--- config.mk ---
export PLATFORM = sky130hd
export DESIGN_NAME = ctl_reg_unit
export DESIGN_NICKNAME = d
export VERILOG_FILES = /design/src/rtl/ctl_reg_pkg.sv /design/src/rtl/ctl_reg_seq.sv /design/src/rtl/ctl_reg_bank.sv /design/src/rtl/ctl_reg_unit.sv
export SDC_FILE = /design/constraint.sdc
export NUM_CORES = 1
export LEC_CHECK = 0
export BUFFER_PORTS_ARGS = -buffer_cell sky130_fd_sc_hd__buf_2
export CAP_MARGIN = 25
export CORE_MARGIN = 5
export CORE_UTILIZATION = 52
export DETAILED_ROUTE_END_ITERATION = 10
export PLACE_DENSITY = 0.78
export SLEW_MARGIN = 30
export SYNTH_ARGS = -nofsm -noshare
export SYNTH_HDL_FRONTEND = slang
export SYNTH_SLANG_ARGS = --single-unit
--- constraint.sdc ---
create_clock -name clk_i -period 2.05 [get_ports clk_i]
set_input_delay 0.205 -clock clk_i [delete_from_list [all_inputs] [get_ports clk_i]]
set_output_delay 0.205 -clock clk_i [all_outputs]
set_load 0.005 [all_outputs]
--- src/rtl/ctl_reg_pkg.sv ---
package ctl_reg_pkg;
  typedef enum logic [2:0] {
    ST_IDLE, ST_DEV, ST_ADDR, ST_DATA, ST_EXTRA, ST_READ
  } seq_state_e;

  typedef struct packed {
    logic       pup1;
    logic [1:0] wd;
    logic       bp;
    logic       pup0;
  } cfg_t;

  localparam int unsigned BYTE_W    = 8;
  localparam int unsigned ADDR_W    = 9;
  localparam int unsigned WEL_BIT   = 1;
  localparam int unsigned RWEL_BIT  = 2;
endpackage

--- src/rtl/ctl_reg_seq.sv ---
module ctl_reg_seq
  import ctl_reg_pkg::*;
#(
  parameter logic [3:0]        DEV_CODE = 4'b1011,
  parameter logic [ADDR_W-1:0] REG_ADDR = 9'h1FF
) (
  input  logic              clk_i,
  input  logic              rst_ni,
  input  logic              start_i,
  input  logic              stop_i,
  input  logic              byte_valid_i,
  input  logic [BYTE_W-1:0] byte_i,
  input  logic              rd_req_i,
  input  logic [BYTE_W-1:0] image_i,
  output logic              ack_o,
  output logic              rd_valid_o,
  output logic [BYTE_W-1:0] rd_data_o,
  output logic              wr_go_o,
  output logic [BYTE_W-1:0] wr_data_o
);
  seq_state_e        state_q;
  logic              a8_q, ptr_hit_q, data_got_q, rd_done_q;
  logic [BYTE_W-1:0] data_q;

  assign wr_go_o   = stop_i && data_got_q;
  assign wr_data_o = data_q;

  always_ff @(posedge clk_i or negedge rst_ni) begin
    if (!rst_ni) begin
      state_q    <= ST_IDLE;
      a8_q       <= 1'b0;
      ptr_hit_q  <= 1'b0;
      data_got_q <= 1'b0;
      rd_done_q  <= 1'b0;
      data_q     <= '0;
      ack_o      <= 1'b0;
      rd_valid_o <= 1'b0;
      rd_data_o  <= '0;
    end else begin
      rd_valid_o <= 1'b0;
      if (stop_i) begin
        state_q    <= ST_IDLE;
        ptr_hit_q  <= 1'b0;
        data_got_q <= 1'b0;
      end else if (start_i) begin
        state_q    <= ST_DEV;
        data_got_q <= 1'b0;  // pending data only commits on stop
        rd_done_q  <= 1'b0;
      end else if (byte_valid_i) begin
        unique case (state_q)
          ST_DEV: begin
            if (byte_i[7:4] != DEV_CODE) begin
              ack_o   <= 1'b0;
              state_q <= ST_IDLE;
            end else if (!byte_i[0]) begin
              ack_o   <= 1'b1;
              a8_q    <= byte_i[1];
              state_q <= ST_ADDR;
            end else begin
              ack_o   <= ptr_hit_q;
              state_q <= ptr_hit_q ? ST_READ : ST_IDLE;
            end
          end
          ST_ADDR: begin
            if ({a8_q, byte_i} == REG_ADDR) begin
              ack_o     <= 1'b1;
              ptr_hit_q <= 1'b1;
              state_q   <= ST_DATA;
            end else begin
              ack_o     <= 1'b0;
              ptr_hit_q <= 1'b0;
              state_q   <= ST_IDLE;
            end
          end
          ST_DATA: begin
            ack_o      <= 1'b1;
            data_q     <= byte_i;
            data_got_q <= 1'b1;
            state_q    <= ST_EXTRA;
          end
          ST_EXTRA: ack_o <= 1'b0;
          default: ;
        endcase
      end
      if (rd_req_i && state_q == ST_READ && !rd_done_q) begin
        rd_valid_o <= 1'b1;
        rd_data_o  <= image_i;
        rd_done_q  <= 1'b1;
      end
    end
  end
endmodule

--- src/rtl/ctl_reg_bank.sv ---
module ctl_reg_bank
  import ctl_reg_pkg::*;
#(
  parameter cfg_t CFG_INIT = '0
) (
  input  logic              clk_i,
  input  logic              rst_ni,
  input  logic              wr_go_i,
  input  logic [BYTE_W-1:0] wr_data_i,
  output cfg_t              cfg_o,
  output logic              wel_o,
  output logic              rwel_o,
  output logic              commit_o,
  output logic [BYTE_W-1:0] image_o
);
  cfg_t nv_q = CFG_INIT;  // persistent copy: no reset
  logic wel_q, rwel_q, armed;

  assign armed = wel_q && rwel_q;

  always_ff @(posedge clk_i) begin
    if (wr_go_i && armed) begin
      nv_q.pup1 <= wr_data_i[7];
      nv_q.wd   <= wr_data_i[6:5];
      nv_q.bp   <= wr_data_i[4];
      nv_q.pup0 <= wr_data_i[0];
    end
  end

  always_ff @(posedge clk_i or negedge rst_ni) begin
    if (!rst_ni) begin
      wel_q    <= 1'b0;
      rwel_q   <= 1'b0;
      commit_o <= 1'b0;
    end else begin
      commit_o <= wr_go_i && armed;
      if (wr_go_i) begin
        if (armed) rwel_q <= 1'b0;
        else if (wr_data_i[RWEL_BIT:WEL_BIT] == 2'b01) wel_q <= 1'b1;
        else if (wr_data_i[RWEL_BIT:WEL_BIT] == 2'b11 && wel_q) rwel_q <= 1'b1;
      end
    end
  end

  assign cfg_o    = nv_q;
  assign wel_o    = wel_q;
  assign rwel_o   = rwel_q;
  assign image_o  = {nv_q.pup1, nv_q.wd, nv_q.bp, 1'b0, rwel_q, wel_q, nv_q.pup0};
endmodule

--- src/rtl/ctl_reg_unit.sv ---
module ctl_reg_unit
  import ctl_reg_pkg::*;
#(
  parameter logic [3:0]        DEV_CODE = 4'b1011,
  parameter logic [ADDR_W-1:0] REG_ADDR = 9'h1FF,
  parameter logic [4:0]        CFG_INIT = 5'b0
) (
  input  logic       clk_i,
  input  logic       rst_ni,
  input  logic       start_i,
  input  logic       stop_i,
  input  logic       byte_valid_i,
  input  logic [7:0] byte_i,
  input  logic       rd_req_i,
  output logic       ack_o,
  output logic       rd_valid_o,
  output logic [7:0] rd_data_o,
  output logic [1:0] wd_o,
  output logic [1:0] pup_o,
  output logic       bp_o,
  output logic       wel_o,
  output logic       rwel_o,
  output logic       commit_o
);
  logic              wr_go;
  logic [BYTE_W-1:0] wr_data, image;
  cfg_t              cfg;

  ctl_reg_seq #(.DEV_CODE(DEV_CODE), .REG_ADDR(REG_ADDR)) u_seq (
    .clk_i, .rst_ni, .start_i, .stop_i, .byte_valid_i, .byte_i, .rd_req_i,
    .image_i(image), .ack_o, .rd_valid_o, .rd_data_o,
    .wr_go_o(wr_go), .wr_data_o(wr_data)
  );

  ctl_reg_bank #(.CFG_INIT(cfg_t'(CFG_INIT))) u_bank (
    .clk_i, .rst_ni, .wr_go_i(wr_go), .wr_data_i(wr_data),
    .cfg_o(cfg), .wel_o, .rwel_o, .commit_o, .image_o(image)
  );

  assign wd_o  = cfg.wd;
  assign pup_o = {cfg.pup1, cfg.pup0};
  assign bp_o  = cfg.bp;
endmodule

Word-level counts from Yosys, hierarchy flattened
Cells that the tools add are included.
W data, S select, Z words.
Operators by class
  multipliers: 0
  shifts and indexed selects: 0
  muxes and demuxes: 27
  bitwise gates (word level): 5
  equal/unequal tests: 12
  $lt $le $gt $ge: 0
  div/mod/pow operators: 0
  add/subtract/negate cells: 0
  reductions and logical operators: 24
Operator list (number)
  $mux W1: 18
  $mux W3: 6
  $eq A9 B9 Y1 const B: 1
  $pmux W3 S3: 1
  $reduce_and A3 Y1: 3
  $reduce_and A4 Y1: 2
  $reduce_bool A2 Y1: 4
  $eq A3 B2 Y1 const B: 2
  $eq A3 B3 Y1 const B: 2
  $logic_and A1 B1 Y1: 6
  $ne A2 B1 Y1 const B: 3
  $reduce_and A2 Y1: 3
  $reduce_and A6 Y1: 1
  $reduce_bool A3 Y1: 2
  $not A1 Y1: 5
  $reduce_bool A5 Y1: 1
  $ne A4 B4 Y1 const B: 1
  $pmux W1 S4: 1
  $reduce_bool A4 Y1: 1
  $eq A3 B1 Y1 const B: 1
  $eq A2 B1 Y1 const B: 1
  $eq A2 B2 Y1 const B: 1
  $mux W2: 1
  $logic_not A1 Y1: 1
Storage, ports and cells
  input port bits: 14
  latch bits: 0
  bits in read-only memories: 0
  bits in writable memories: 0
  output and inout bits: 18
  flip-flop bits (word level): 32
  memories: 0
  word-level logic and storage cells: 84

Longest topological paths before layout
  word-level depth: 7
  gate-level depth with buffers: 6
  depth with buffers taken out: 4

Cells and area by module
From an unflattened synthesis, not the netlist that was laid out.
Second synthesis, totals
  cells, all modules: 113
  area, all modules: 1457.6 µm²
Modules (own cells, without submodules)
  ctl_reg_seq: cells an instance 90, times used 1, sequential area each 625.6 µm², area each 1128.6 µm²
  ctl_reg_bank: cells an instance 23, times used 1, sequential area each 225.2 µm², area each 329.1 µm²

Worst setup path before layout
No wires, ideal clock.
  path kind: flip-flop to flip-flop
  start point: reg u_seq.state_q[1]
  end point: reg u_seq.rd_data_o[0]
  arrival: 1.341 ns
  period minus slack after synthesis: 1.466 ns
  slack: 0.584 ns
  path buffers: 1
  stages on the path, launching flop included: 5
  setup time: 0.125 ns
  required time: 1.925 ns
  cell sequence: dfrtp_1 -> nand2b_4 -> or3_1 -> buf_6 -> mux2_4
On the way
  cells in the longest elaborated chain, start to end: 3
RTL lines
  start, declared: line ctl_reg_seq.sv:21  | seq_state_e state_q;
  start signal, assigned: line ctl_reg_seq.sv:61  | state_q <= ptr_hit_q ? ST_READ : ST_IDLE;
  $eq A3 B3 Y1: line ctl_reg_seq.sv:85  | if (rd_req_i && state_q == ST_READ && !rd_done_q) begin
  $logic_and A1 B1 Y1 (2 in a row): line ctl_reg_seq.sv:85
  end signal, assigned: line ctl_reg_seq.sv:87  | rd_data_o <= image_i;
  end, declared: line ctl_reg_seq.sv:17  | output logic [BYTE_W-1:0] rd_data_o,
No other way between the ends.
A chain may end at the register's enable or synchronous reset.

Worst setup path after layout
  start point: reg u_seq.state_q[1]
  end point: reg u_seq.rd_data_o[1]
Same word-level chain as after synthesis.

==> results.toml <==
[setup_path]
worst_ep_arrival_time_ps = 1860
max_stage_delay_ps = 560
crit_chain = "nand2b_4 -> or3_1 -> mux2_4"
critical_path_class = "reg2reg"
path_max_fanout = 10
critPathRequiredTime_ps = 2270
crit_family = "simple AND/OR/NAND/NOR gates"
cp.buffers_inverters = 0
cp-start-kind = "flip-flop"
cp_slowest_cell = "or3_1"
critPathCaptureType = "flip-flop"

[final_layout]
syn2layout_area_growth_pct = 16.0
final_util_pct = 63.2
drive_gt1_share_pct = 36.4
num_antenna_cells = 0
fillers = 213
nets = 156

[clock_tree]
cts_tree = "yes"
clockBufferDepth = 2
clk_pin_slew_ps = 90
clkLatencyLatePin_ps = 320
cts-root-buf = "clkbuf_4"
cts_resized = 0
cts_buffers = 5
clock_sinks = 31
h-tree-depth = 2

[timing]
fin_skew_ps = 4.58
finalHoldViolCount = 0
max_freq_mhz = 606
worst_pin_slew_ps = 562
fin_crit_ps = 1650
fin_setup_tns_ps = 0
grt_setup_unrepaired = "false"
slew_viol_final = 0
relSlewSlack_pct = 62.5
setup_viol = 0
min_period_over_period_pct = 80.4

[pwr]
power_density_nw_per_um2 = 685
peakVddDrop_v = 0.000507
power_leakage_nw = 0.808

[floorplanning]
die_area_sq_um = 3720
core_sq_um = 2480
die_h_um = 61.0
boundaryPins = 32
die-width_um = 61.0
start_util_pct = 54.5
num_rows = 18

[synth]
synth_common_cells = "dfrtp_1 (26), nand2_1 (7), o21ai_0 (7)"
syn_area_sq_um = 1350
synthTopCellsByArea = "dfrtp_1 (48%), edfxtp_1 (11%), mux2_4 (6.7%)"
synth_edf_count = 5
ys_seq_area_share_pct = 59.3
syn_area_per_cell_sq_um = 12.5
synth-async-reset-ratio_pct = 83.9
ys_types = 34
synth-seq-cells = 31
netlist_instances = 108
syn_nets = 122
yosysWarnings = 0
synth_top_area_share_pct = 48.2
ys.flop_type = "dfrtp_1"
yosysTopAreaCell = "dfrtp_1"
yosysMostFrequentCell = "dfrtp_1"

[detailed_routing]
drc = 0
via_per_inst = 5.49
firstDrtPassIters = 4
wirelength_um = 2460
wire_per_inst_um = 14.2
vias = 950
ant_nets = 0
drt_iter0_drc = 39

[global_routing]
grt_pass1_wl_um = 4200
grt_pass1_vias = 936
grt_max_degree = 27
antenna_found_initial = 0
overflow = 0
grt_usage_pct = 15.9

[placed_design]
dpl.hpwl_um = 1920
gp_congestion = 0.954
portBuffers = 30

[run_status]
status = "complete, no violations"

[flow_run]
maxCapViolCount = 0

[hold_path]
hold_class = "in2reg"
-- path summary, 6_finish.rpt --
path	cells past startpoint	start	slack, ps	endpoint
min in group asynchronous	2	rst_ni	400	u_bank.rwel_o
worst min-delay path	2	byte_i[5]	120	u_seq.wr_data_o[5]
max in group asynchronous	2	rst_ni	1280	u_seq.ptr_hit_q
worst max-delay path	3	u_seq.state_q[1]	400	u_seq.rd_data_o[1]
worst max register to register	3	u_seq.state_q[1]	400	u_seq.rd_data_o[1]
worst min register to register	0	u_seq.wr_data_o[7]	450	u_bank.cfg_o[4]
-- cell type report --
type / instances / area (sq um) / area share [%]
Clock buffer: 7 / 45.0 / 2.88
Multi-Input combinational cell: 66 / 488 / 31.2
Tap cell: 30 / 37.5 / 2.40
Timing Repair Buffer: 32 / 168 / 10.7
Clock inverter: 1 / 5.00 / 0.319
Sequential cell: 31 / 801 / 51.1
Inverter: 6 / 22.5 / 1.44
-- through the flow --
step	cells	cell area, sq um	hold WS, ps	total power, mW	setup slack, ps
after floorplan	108	1350	-90.6	0.713	584
after global placement	164	1510	225	0.754	442
after detailed placement	164	1510	228	0.758	406
after CTS	173	1570	107	1.08	392
after global routing	173	1570	99.5	1.14	328
final	173	1570	120	1.07	401
-- layout by cell type (no fill, tap or decap), types with 4 or more instances in the layout --
| master | count |
|---|---|
| nor3_1 | 5 |
| clkbuf_4 | 5 |
| dfrtp_1 | 26 |
| nand2_1 | 7 |
| mux2_4 | 6 |
| buf_2 | 30 |
| mux2_2 | 6 |
| o21ai_0 | 7 |
| inv_1 | 6 |
| edfxtp_1 | 5 |
| nor2_1 | 4 |
| a21oi_1 | 4 |
-- where the power goes --
group          switching [mW]  internal (mW)
Combinational          0.0444         0.0410
Sequential             0.0153          0.645
Clock                   0.193          0.133
Total                   0.253          0.819
-- state kept, by name (all words and copies together), names as in the netlist, 3 cells and up --
register and count:
u_seq.state_q 3, u_seq.rd_data_o 7, u_seq.wr_data_o 7, u_bank.cfg_o 5
-- per-layer routing --
metal	GRT usage [%]	wire, um	vias up	part of all wire [%]
li1	-	-	454	-
met1	18.0	999	465	41
met2	26.4	1260	27	51
met3	7.87	177	4	7.2
met4	4.95	31	0	1.3
met5	0	0	-	0
-- timing repair --
action	CTS	global route
hold buffers	1	0
endpoints found under the hold margin	26	0
setup buffers	0	0
-- worst register-to-register path, stage by stage (launching register included) --
cell and delay (ps):
dfrtp_1 440, nand2b_4 170, or3_1 560, mux2_4 370
-- logic make-up (layout without fill, tap and decap cells) --
| logic type | Yosys count | after routing | synth area share [%] |
|---|---|---|---|
| buf+inv | 11 | 46 | 4.54 |
| other cells | 1 | 1 | 0.278 |
| flops | 31 | 31 | 59.3 |
| compound gates | 17 | 17 | 7.60 |
| simple gates | 34 | 34 | 15.0 |
| mux | 14 | 14 | 13.3 |
Power figures use the tool's default switching activity.
